File: config.mk
export PLATFORM = sky130hd
export DESIGN_NAME = irq_countdown_timer
export DESIGN_NICKNAME = d
export VERILOG_FILES = /design/src/rtl/irq_countdown_timer.sv
export SDC_FILE = /design/constraint.sdc
export NUM_CORES = 1
export LEC_CHECK = 0
export ABC_AREA = 1
export BUFFER_PORTS_ARGS = -buffer_cell sky130_fd_sc_hd__buf_4
export CAP_MARGIN = 20
export CORE_ASPECT_RATIO = 1.5
export CORE_MARGIN = 4
export CORE_UTILIZATION = 45
export CTS_CLUSTER_DIAMETER = 50
export DETAILED_ROUTE_END_ITERATION = 10
export PLACE_DENSITY = 0.65
export SYNTH_ARGS = -nofsm -noshare
export SYNTH_HDL_FRONTEND = slang
export SYNTH_SLANG_ARGS = --single-unit
File: constraint.sdc
create_clock -name clk -period 4.16 [get_ports clk]
set_input_delay 0.208 -clock clk [delete_from_list [all_inputs] [get_ports clk]]
set_output_delay 0.208 -clock clk [all_outputs]
set_load 0.02 [all_outputs]
File: src/rtl/irq_countdown_timer.sv
module irq_countdown_timer #(
  parameter int DATA_W = 32,
  parameter int CNT_W  = 32,
  parameter int VEC_W  = 8
) (
  input  logic              clk,
  input  logic              rst_n,
  input  logic              wr_en,
  input  logic [1:0]        wr_addr,
  input  logic [DATA_W-1:0] wr_data,
  input  logic [1:0]        rd_addr,
  output logic [DATA_W-1:0] rd_data,
  output logic              irq_req,
  output logic [VEC_W-1:0]  irq_vec,
  input  logic              irq_ack
);
  localparam int PS_W = 7;

  logic [CNT_W-1:0] init_q, cnt_q;
  logic [3:0]       div_q;
  logic [VEC_W-1:0] vec_q;
  logic             mask_q, run_q, reload_q, pend_q;
  logic [1:0]       mode_q;
  logic [PS_W-1:0]  ps_q;

  wire wr_init = wr_en && (wr_addr == 2'd0);
  wire wr_div  = wr_en && (wr_addr == 2'd2);
  wire wr_lvt  = wr_en && (wr_addr == 2'd3);

  wire [2:0]      shift    = {div_q[3], div_q[1:0]} + 3'd1;
  wire [PS_W-1:0] div_mask = PS_W'((8'd1 << shift) - 8'd1);
  wire            tick     = (ps_q & div_mask) == div_mask;
  wire            counting = run_q && !mode_q[1] && !reload_q;
  wire            expire   = counting && tick && (cnt_q == CNT_W'(1));

  always_ff @(posedge clk) begin
    if (!rst_n) begin
      init_q   <= '0;
      cnt_q    <= '0;
      run_q    <= 1'b0;
      reload_q <= 1'b0;
    end else if (wr_init) begin
      init_q   <= wr_data[CNT_W-1:0];
      cnt_q    <= wr_data[CNT_W-1:0];
      run_q    <= wr_data[CNT_W-1:0] != '0;
      reload_q <= 1'b0;
    end else if (reload_q) begin
      cnt_q    <= init_q;
      reload_q <= 1'b0;
    end else if (counting && tick) begin
      cnt_q <= cnt_q - CNT_W'(1);
      if (expire) begin
        if (mode_q == 2'd1) reload_q <= 1'b1;
        else                run_q    <= 1'b0;
      end
    end
  end

  always_ff @(posedge clk) begin
    if (!rst_n || wr_init || wr_div || reload_q) ps_q <= '0;
    else if (counting)                            ps_q <= ps_q + PS_W'(1);
  end

  always_ff @(posedge clk) begin
    if (!rst_n) begin
      div_q  <= 4'd0;
      vec_q  <= '0;
      mask_q <= 1'b1;
      mode_q <= 2'd0;
    end else begin
      if (wr_div) div_q <= wr_data[3:0];
      if (wr_lvt) begin
        vec_q  <= wr_data[VEC_W-1:0];
        mask_q <= wr_data[16];
        mode_q <= wr_data[18:17];
      end
    end
  end

  always_ff @(posedge clk) begin
    if (!rst_n)                 pend_q <= 1'b0;
    else if (expire && !mask_q) pend_q <= 1'b1;
    else if (irq_ack)           pend_q <= 1'b0;
  end

  assign irq_req = pend_q;
  assign irq_vec = vec_q;

  always_comb begin
    case (rd_addr)
      2'd0:    rd_data = DATA_W'(init_q);
      2'd1:    rd_data = DATA_W'(cnt_q);
      2'd2:    rd_data = DATA_W'(div_q);
      default: begin
        rd_data        = '0;
        rd_data[VEC_W-1:0] = vec_q;
        rd_data[12]    = pend_q;
        rd_data[16]    = mask_q;
        rd_data[18:17] = mode_q;
      end
    endcase
  end

  p_step_r1: assert property (@(posedge clk) disable iff (!rst_n)
    (!wr_init && !reload_q) |=> (cnt_q == $past(cnt_q) || cnt_q == $past(cnt_q) - CNT_W'(1)));
  p_stop_r3: assert property (@(posedge clk) disable iff (!rst_n)
    (!run_q && !wr_init) |=> $stable(cnt_q));
  p_mask_r5: assert property (@(posedge clk) disable iff (!rst_n)
    (mask_q && !pend_q) |=> !pend_q);
  p_hold_r6: assert property (@(posedge clk) disable iff (!rst_n)
    (pend_q && !irq_ack) |=> pend_q);
  p_ack_r6: assert property (@(posedge clk) disable iff (!rst_n)
    (irq_ack && !expire) |=> !pend_q);
  p_zero_r7: assert property (@(posedge clk) disable iff (!rst_n)
    (wr_init && wr_data[CNT_W-1:0] == '0) |=> (cnt_q == '0 && !run_q));
  p_freeze_r8: assert property (@(posedge clk) disable iff (!rst_n)
    (mode_q[1] && !wr_init && !reload_q) |=> $stable(cnt_q));
endmodule

# After elaboration in Yosys (flattened, before gate mapping)
# Cells that the tools add are included.
# word_totals
out_inout_bits,41
in_bits,40
register_bits,89
word_cells,64
# op_classes
mux,12
n_eq_ne,9
n_bitwise,4
n_addsub,4
n_reduce_logical,24
shift,1
# op_table
cell,n
2-to-1 mux 32 bit,3
one-hot mux 32 bit (3 select lines),1
equality test 32 x 1 -> 1 bit (second input constant),1
nonzero test 32 bit,1
subtractor 32 x 1 -> 32 bit (second input constant),1
logical AND 1 bit,8
2-to-1 mux 1 bit,8
adder 7 x 1 -> 7 bit (second input constant),1
bitwise AND 7 bit,1
equality test 7 bit,1
<< shifter 1 x 3 -> 7 bit (first input constant),1
subtractor 7 x 1 -> 7 bit (second input constant),1
equality test 2 bit (second input constant),3
nonzero test 2 bit,3
OR reduction 5 bit,1
equality test 2 x 1 -> 1 bit (second input constant),2
logical NOT 1 bit,4
logical NOT 2 bit,2
AND reduction 4 bit,1
adder 3 x 1 -> 3 bit (second input constant),1
logical OR 1 bit,3
inverter 1 bit,3
nonzero test 3 bit,1
!= test 2 x 1 -> 1 bit (second input constant),1
!= test 2 bit (second input constant),1

# Logic depth before layout (Yosys ltp)
# Gate-level depths: netlist of run 1.
# logic_depth
ltp_word,11
mapped_depth,16
depth_no_buf,16

# Worst setup path before layout of run 1
# OpenSTA, ideal clock, no wires.
# synth_timing
path_kind,reg2reg
from,register div_q[1]
to,register cnt_q[25]
n_path_buf,1
required_time_ps,4043
setup_ps,117
slack_ps,2329
t_arrival_ps,1714
period_less_slack_ps,1831
path_stages_with_launch,15
path_cell_list,dfxtp_1 > nand2_2 > inv_2 > nand2_2 > ha_1 > nor2_1 > nor2_1 > nand3_1 > a21oi_2 > nand2_4 > nand2_8 > buf_6 > nand2_1 > a21oi_1 > nor2_1
# synth_between
elab_chain_len,7
# synth_lines
item,line_no,source
from (decl),20,logic [3:0] div_q;
from (signal assigned),71,if (wr_div) div_q <= wr_data[3:0];
adder 3 x 1 -> 3 bit *,30,"wire [2:0] shift = {div_q[3], div_q[1:0]} + 3'd1;"
<< shifter 1 x 3 -> 7 bit *,31,wire [PS_W-1:0] div_mask = PS_W'((8'd1 << shift) - 8'd1);
subtractor 7 x 1 -> 7 bit *,31,
bitwise AND 7 bit,32,wire tick = (ps_q & div_mask) == div_mask;
equality test 7 bit *,32,
logical AND 1 bit *,50,end else if (counting && tick) begin
nonzero test 3 bit (no source line) *,n/a,
to (signal assigned),44,cnt_q <= wr_data[CNT_W-1:0];
to (signal assigned),48,cnt_q <= init_q;
to (signal assigned),51,cnt_q <= cnt_q - CNT_W'(1);
to (decl),19,"logic [CNT_W-1:0] init_q, cnt_q;"
# Every way passes the cells marked *; elsewhere a longest branch is shown, timed or not.
# A chain may end at the register's enable or synchronous reset.

# Final worst setup path of run 1
# layout_timing
from,register reload_q
to,register cnt_q[31]
# layout_between
elab_chain_len,4
word_cells_on_any_way,6
cone_classes,mux: 2; reduce/logical: 4
# layout_lines
item,line_no,source
from (decl),22,"logic mask_q, run_q, reload_q, pend_q;"
from (signal assigned),41,reload_q <= 1'b0;
from (signal assigned),46,reload_q <= 1'b0;
from (signal assigned),49,reload_q <= 1'b0;
logical NOT 1 bit,33,wire counting = run_q && !mode_q[1] && !reload_q;
logical AND 1 bit,33,
logical AND 1 bit,50,
nonzero test 3 bit (no source line),n/a,
# Parallel ways exist; a longest one is shown, timed or not.

==> run summary, run 1 <==
The cell at the root of the clock tree is clkbuf_16. For the post-synthesis cell type count, the log shows 38. For this run, the detailed router's first-pass iteration total came to 5.

The fraction of registers with async set or reset after synthesis was 0%. In this run, post-CTS repair resized a total of 0 instances. The worst register-to-register path begins at reload_q. Power spread over the standard cell area amounts to 364 nW/um^2.

The capture endpoint of the worst hold path was mask_q. The logs give 9 for the total clock buffers created by CTS and 0 for the final antenna-violating net count. After filler insertion, the fill cell instance count of the layout stands at 1218.

The design draws 2.31 mW. The logs give 1680 ps for the worst-case register-to-register setup slack and 46 for the pin count of the biggest net entering global routing. The run gives 1079 as the total instance count after detailed placement. The count of flip-flops with a built-in enable after synthesis was 0; the number of H-tree branching levels was 3. Setup repair after global routing left no endpoint under its margin. Based on the critical path, the design can be clocked at up to 0.402 GHz.

The area growth from synthesis to layout is 17.7%. The number of antenna violations at the first check in global routing was 0. In this run the worst hold path is classified as input pin to flip-flop.

For this run, the leading register cell type out of synthesis is dfxtp_1. The run gives 46.4% as the effective utilization at floorplan. The count of synthesis-stage warnings from yosys is 0. The repair_antennas step left the layout with diodes totalling 0.

In this run, post-CTS hold repair placed 0 buffers. The tools report the count of standard-cell rows as 48. The detail-routed net length per standard cell was 15.9 um.

For the pin with the worst max-slew slack, the measured transition is 872 ps. The logs give 0.910 for the final RePlAce weighted congestion and 5847 for the count of vias placed by the detailed router. The hold violation total from the final report is 0, and the number of global-route vias before repair is 5729. Clock latency on the worst-skew pair, taken at its later pin, is 350 ps. TritonCTS built the clock tree.

Category of the critical setup timing path: flip-flop to flip-flop. For the worst flop-to-flop path, the logic depth is 10. The die height works out to 142 um.

Across all hold checks on the routed design, the worst slack comes to 105 ps. Walking the worst path, the cells encountered are inv_2 > nand3_2 > nor2_1 > nand3_1 > a21oi_2 > nand2_4 > nand2_8 > nand2_1 > a21oi_2 > nor2_1. VDD sags by at most 0.211 mV. The logs give 28.0 mm for the global-route wire length before repair and 0 for the final-report setup violation count. Source of the worst hold timing path: wr_data[16]. The horizontal die dimension works out to 97.3 um. The logs give 353 for the number of DRC markers in iteration 0 and 2.79 nW for the static leakage power. On the critical path, the stage with the largest delay is an instance of inv_2. The run gives 81 as the number of placed I/O pins. The global-route usage over all layers is 25.1%, and the final period utilization is 59.7%. For this run, the slowest stage of the critical path takes 530 ps. The tools report the combined flip-flop and latch cell area as 1780 sq um.

The flow ran to the end, and the final reports show no timing, DRC or antenna violations. Along the worst path, the maximum fanout reaches 42. The worst hold path cell count works out to 3. The post-synthesis area per instance is 6.14 sq um, and the total of flip-flops plus latches after synthesis is 89. Total wirelength of the detailed-routed design: 17.4 mm. Once the clock tree was built, the setup fixing pass inserted 0 buffers. After routing, the total negative slack on setup checks comes to 0 ps. The number of pins with negative max-slew slack in the final report was 0; the reported max-cap violation count was 0. The number of vias per cell after detailed routing came out at 5.34.

The worst slack at placement was 1710 ps. Once layout is done, the placed cells without fillers occupy 6330 sq um. After clock tree synthesis, the clock-pin slew on the worst setup and hold paths is 70 ps. The tools report the number of standard cells in the final layout excluding fillers as 1094. After detailed routing, the number of remaining DRC violations is 0. Layout cell share with drive strength beyond 1: 14.1%. The maximum clock skew at final layout was 7.48 ps; the arrival time of the worst setup path was 2730 ps. The overall die area is 13800 sq um. The synthesized netlist cell count came out at 876.

At the end of the flow, the number of nets in the layout was 984. The sequential cell area fraction in the yosys report came out at 33.1%. Global routing finished with a remaining overflow of 0. STA puts the critical path data required time at 4400 ps. The net count after synthesis is 920.

The tools report the nature of the critical path endpoint as a flip-flop. In this run the tool buffered the top-level ports with 80 buffer cells. The tools report the remaining max-slew budget at the tightest pin as 41.8%. In the final layout, the multi-input gates occupy 3050 sq um.

Area of the core: 11600 sq um. Timing startpoint of the critical path: reload_q. The post-synthesis cell area was 5380 sq um.

The worst path meets setup with 1680 ps of slack. The final core utilization was 54.6%; the shortest clock period the worst path allows after layout was 2480 ps. The tools report the kind of launch point of the worst setup path as a flip-flop. After legalization and detailed placement, the total HPWL measured 12.6 mm. Counting every sink on the clock net gives 89. The clock passes through at most 2 buffers.

In this run the critical register-to-register path is captured at cnt_q[31]. The post-place instance area was 6040 sq um.
[Yosys cell counts (2+ instances only)]
cell      number  area share (%)
a21oi_1       70             6.5
clkbuf_1      20             1.4
inv_1         93             6.5
o21ai_1        8            0.74
nor4_1         7            0.81
or2_2          2            0.23
dfxtp_1       89              33
o22ai_1        8            0.93
nand2_2        3            0.35
nand3_1       56             5.2
o21ai_0       86             8.0
nand3b_1       2            0.28
nand4_1        8            0.93
nor2_1       121             8.4
nor2_2         4            0.47
o221ai_1       7             1.1
nor2_4         3            0.63
nand2_1      235              16
buf_2          4            0.37
buf_4          2            0.28
inv_2          6            0.42
a21oi_2       10             1.6
xor2_1         4            0.65
buf_6          4            0.84
nor3_1         7            0.65
buf_1          2            0.14
ha_1           4            0.93
[logic make-up (layout without fill, tap and decap cells)]
group | after synthesis | in the layout | synth area share, %
simple gates | 451 | 451 | 35.2
flops | 89 | 89 | 33.1
compound gates | 194 | 194 | 19.7
xor+xnor | 5 | 5 | 0.814
buf+inv | 133 | 201 | 10.3
fa+ha+maj | 4 | 4 | 0.930
[sequential cells by signal, summed over array words and instances (netlist names)]
register	count
cnt_q	32
run_q	1
mode_q	2
reload_q	1
init_q	32
mask_q	1
irq_vec	8
div_q	4
ps_q	7
irq_req	1
[layout make-up]
| cell class | count | area share [%] |
|---|---|---|
| Clock buffer | 10 | 3.77 |
| Sequential cell | 89 | 28.1 |
| Timing Repair Buffer | 86 | 10.2 |
| Clock inverter | 5 | 0.889 |
| Tap cell | 150 | 2.96 |
| Inverter | 100 | 5.93 |
| Multi-Input combinational cell | 654 | 48.1 |
[critical path: cells and delay by family, from the launching register on]
family	cells	cell delay (ps)
buffers and inverters	1	530
AO/OA/AOI/OAI	2	310
flip-flops	1	470
AND/OR/NAND/NOR	7	1070
[placed cells by master, fill, tap and decap left out, drive strengths merged, types with 7 or more instances in the layout]
cell type,Yosys,routed
nand2,240,240
nor4,7,7
dfxtp,89,89
buf,13,86
nor2,128,128
clkbuf,20,10
inv,99,99
o221ai,7,7
o22ai,8,8
o21ai,94,94
nand4,8,8
nand3,57,57
a21oi,80,80
nor3,7,7
[power breakdown]
group / switching, mW / leakage, nW / internal (mW)
sequential: 0.0345 / 0.725 / 0.889
combinational: 0.368 / 1.92 / 0.189
clock: 0.348 / 0.144 / 0.478
[how the worst max path moves through the flow]
stage                  endpoint  slack (ps)  cells past startpoint
floorplan             cnt_q[25]        2330                     14
global placement    rd_data[15]        1800                      7
detailed placement    cnt_q[28]        1710                     10
CTS                   cnt_q[28]        1710                     10
global route          cnt_q[31]        1480                     10
finish                cnt_q[31]        1680                     10
[routing by layer]
layer | global-route usage, % | part of all wire, % | vias to the layer above
met5 | 0 | 0 | -
met4 | 10.1 | 2.7 | 0
met3 | 3.59 | 4.9 | 37
met2 | 47.9 | 52 | 176
met1 | 27.8 | 40 | 2655
li1 | - | - | 2979
No activity file was read; power rests on OpenSTA's default activity.
==> run 2, diff against run 1 <==
PLACE_DENSITY = 0.68   (was 0.65)
clock period = 2.2 ns   (was 4.16 ns; I/O delays follow)
==> run 2 against run 1 <==
Sequential share of layout area decreased by 0.81 points. First-iteration DRC count increased by 14%. Setup slack lost 1500 ps. Wire length rose by 2.0%. Clock power rose by 110%. Final area grew 3.1%. Combinational power is 99% higher. Critical path type unchanged. Critical endpoint is now cnt_q[28].
==> run summary, run 2 (synthesis gave the netlist of run 1 again) <==
The flow ran to the end, and the final reports show no timing, DRC or antenna violations. For the maximum clock skew at final layout, the log shows 4.91 ps (-2.57 ps). The number of sinks on the clock net was 89 (unchanged). Layout cell share with drive strength beyond 1: 15.8% (+1.7 points). TritonCTS built the clock tree. The total wirelength of the detailed-routed design is 17.7 mm (+2.0%).

Category of the critical setup timing path: flip-flop to flip-flop. Depth of the worst register-to-register path: 12 (+2). The worst hold path terminates at mask_q. The run gives 11600 sq um (unchanged) as the area of the core.

The final design instance area without fill was 6530 sq um (+3.1%); the number of placed I/O pins was 81 (unchanged). The number of buffer cells added on primary ports works out to 80 (unchanged). The logs give 5790 (+1.1%) for the number of global-route vias before repair and 2.91 nW (+4.1%) for the static leakage power. The min-delay analysis places its worst path in the category input pin to flip-flop. For the total instance count after detailed placement, the log shows 1096 (+1.6%). The switching portion of total power came out at 31.1% (-1.5 points).

The tools report the effective utilization at floorplan as 46.4% (unchanged). The worst setup path is launched from a flip-flop. Deepest clock path buffer count: 2 (unchanged). In this run the most critical hold path is launched from wr_data[16].

The internal power summed over all cells came out at 3.14 mW (+100%). The number of standard cells in the final layout excluding fillers is 1113 (+1.7%). The count of standard-cell rows was 48 (unchanged); the global-route usage over all layers was 25.6% (+0.53 points). Sum of negative setup slack: 0 ps (unchanged). The global-route congestion overflow total is 0 (unchanged), and the pin count of the biggest net entering global routing is 45 (-2.2%).

The final period utilization is 90.1% (+30 points). The logs give 0.504 GHz (+25%) for the maximum achievable frequency and 12.8 mm (+1.5%) for the detailed placer's ending HPWL. The run gives 37.3% (+1.5 points) as the share of power burned in the clock network.

Most common cell after layout, fill and taps aside: nand2_1. Count of vias placed by the detailed router: 5966 (+2.0%). Number of pins with negative max-slew slack in the final report: 0 (unchanged).

The number of antenna violations at the first check in global routing is 0 (unchanged). The run gives 24.3% (about the same) as the fraction of power consumed by combinational cells. Relative to the synthesized area, the layout overhead comes to 21.4%. The final antenna-violating net count was 0 (unchanged). The total stage count of the critical path was 12 (+2). For the hold violation total from the final report, the log shows 0 (unchanged). The number of buffers inserted to repair setup after CTS is 0 (unchanged), and the register share of total power is 38.4% (-1.6 points).

The worst setup path is captured at a flip-flop. Worst hold margin: 11.7 ps (-93.4 ps). The slew at the pin with the worst max-slew slack was 662 ps (-209 ps). The logs give 2220 ps (-510 ps) for the arrival time of the worst setup path and 28.4 mm (+1.3%) for the global-route wire length before repair. The number of nets in the finished design came out at 1002 (+1.8%). Walking the worst path, the cells encountered are inv_2 > nand3_2 > ha_1 > nor2_1 > nor2_1 > nand3_1 > a21oi_2 > nand2_4 > nand2_8 > o21ai_0 > nor2_1 > nor2_1. In this run the clock root is driven by a clkbuf_16. Number of vias per cell after detailed routing: 5.36 (+0.29%). In the layout the commonest cells are nand2_1 (235), nor2_1 (120), buf_4 (102), inv_1 (93), dfxtp_1 (87).

The first-pass iteration count of the detailed router is 5 (unchanged). The run gives 3 (unchanged) as the number of H-tree branching levels. The delay of the slowest cell on the worst path is 340 ps (-190 ps), and the switching power total is 1.41 mW (+88%).

The overall die area was 13800 sq um (unchanged); the critical-path maximum fanout was 21 (-50%). The run gives 6180 sq um (+2.3%) as the post-place instance area. Detail-routed net length per standard cell: 15.9 um (+0.25%). Count of inserted antenna diode cells: 0 (unchanged). The logs give 403 (+14%) for the number of DRC markers in iteration 0 and 0 (unchanged) for the DRC violation count after routing. For the worst-case register-to-register setup slack, the log shows 220 ps (-1460 ps). Shortest clock period the worst path allows after layout: 1980 ps (-503 ps). The startpoint of the lowest-slack register-to-register path is div_q[3].

The number of buffer and inverter instances along the worst setup path came out at 1 (unchanged). The source-to-sink clock delay at the later pin of the worst-skew pair is 340 ps (about the same), and the required arrival time at the worst endpoint is 2440 ps (-1960 ps). The total power divided by cell area is 697 nW/um^2 (+91%), and the final RePlAce weighted congestion is 0.910 (about the same).

The final-report setup violation count was 0 (unchanged). The tools report the reported max-cap violation count as 0 (unchanged). The worst hold path cell count was 3 (unchanged); the highest ir drop seen on vdd was 0.388 mV (+84%). Die height: 142 um (unchanged). Setup repair after global routing left no endpoint under its margin. For the number of hold-repair buffers added at the cts stage, the log shows 0 (unchanged). Slowest library cell on the worst path: dfxtp_1. In this run the critical register-to-register path is captured at cnt_q[28].

The clock slew seen by the registers of the worst setup and hold paths is 60 ps (about the same). The horizontal die dimension was 97.3 um (unchanged). Remaining max-slew budget at the tightest pin: 55.4% (+14 points). The kind of cell adding the most delay to the critical path was simple AND/OR/NAND/NOR gates. Among the stages of the critical path, the cell type that occurs most often is nor2_1. Total clock buffers created by CTS: 9 (unchanged).
[run 2: cell types whose count changed in the layout (fill, tap and decap cells not counted), moves of 2 or more]
| cell | before | now |
|---|---|---|
| buf_4 | 86 | 102 |
| clkbuf_1 | 0 | 3 |
| clkinv_2 | 2 | 0 |
| dfxtp_1 | 89 | 87 |
| dfxtp_2 | 0 | 2 |
| o21ai_0 | 86 | 82 |
| o21ai_1 | 8 | 12 |
[run 2: per-layer routing]
metal	routed length, um	GRT usage [%]	up-vias
met5	0	0	-
met4	732	13.8	0
met3	1020	3.89	50
met2	8890	47.0	208
met1	7060	28.4	2694
li1	-	-	3014
[run 2: what timing repair did]
action | CTS | global route
endpoints found under the setup margin | 0 | 19
hold endpoints to repair | 0 | 0
gates resized for setup | 0 | 8
[run 2: tightest hold or removal path: stages]
cell and delay (ps):
buf_4 100, a21oi_1 50, o21ai_0 60
[run 2: through the flow]
step                      setup slack [ps]  power, mW  utilization, %
final                                  218       4.55            56.3
after detailed placement               124       2.87            53.3
after CTS                              105       4.56            56.1
after global placement                 175       2.86            53.3
after global routing                  26.0       4.78            56.3
after floorplan                        369       2.49               -
[run 2: how the worst max path moves through the flow]
stage / from / end / slack [ps]
after global routing: div_q[3] / cnt_q[6] / 30
after global placement: div_q[1] / cnt_q[28] / 180
after detailed placement: div_q[1] / cnt_q[28] / 120
final: div_q[3] / cnt_q[28] / 220
after CTS: div_q[1] / cnt_q[28] / 100
after floorplan: div_q[1] / cnt_q[25] / 370
[run 2: power groups by stage]
stage	Sequential, mW	Clock, mW	Combinational, mW
2_1_floorplan	1.77	0	0.717
3_3_place_gp	1.78	0	1.08
3_5_place_dp	1.78	0	1.09
4_1_cts	1.74	1.73	1.09
5_1_grt	1.75	1.78	1.25
6_report	1.75	1.70	1.11
[run 2: final cells by class]
type / instances / area (sq um)
fillers: 1207 / 5060
multi-input cells: 655 / 3070
flip-flops and latches: 89 / 1780
repair buffers: 103 / 786
inverters: 100 / 375
clock buffers: 14 / 264
well taps: 150 / 188
clock inverters: 2 / 60.1
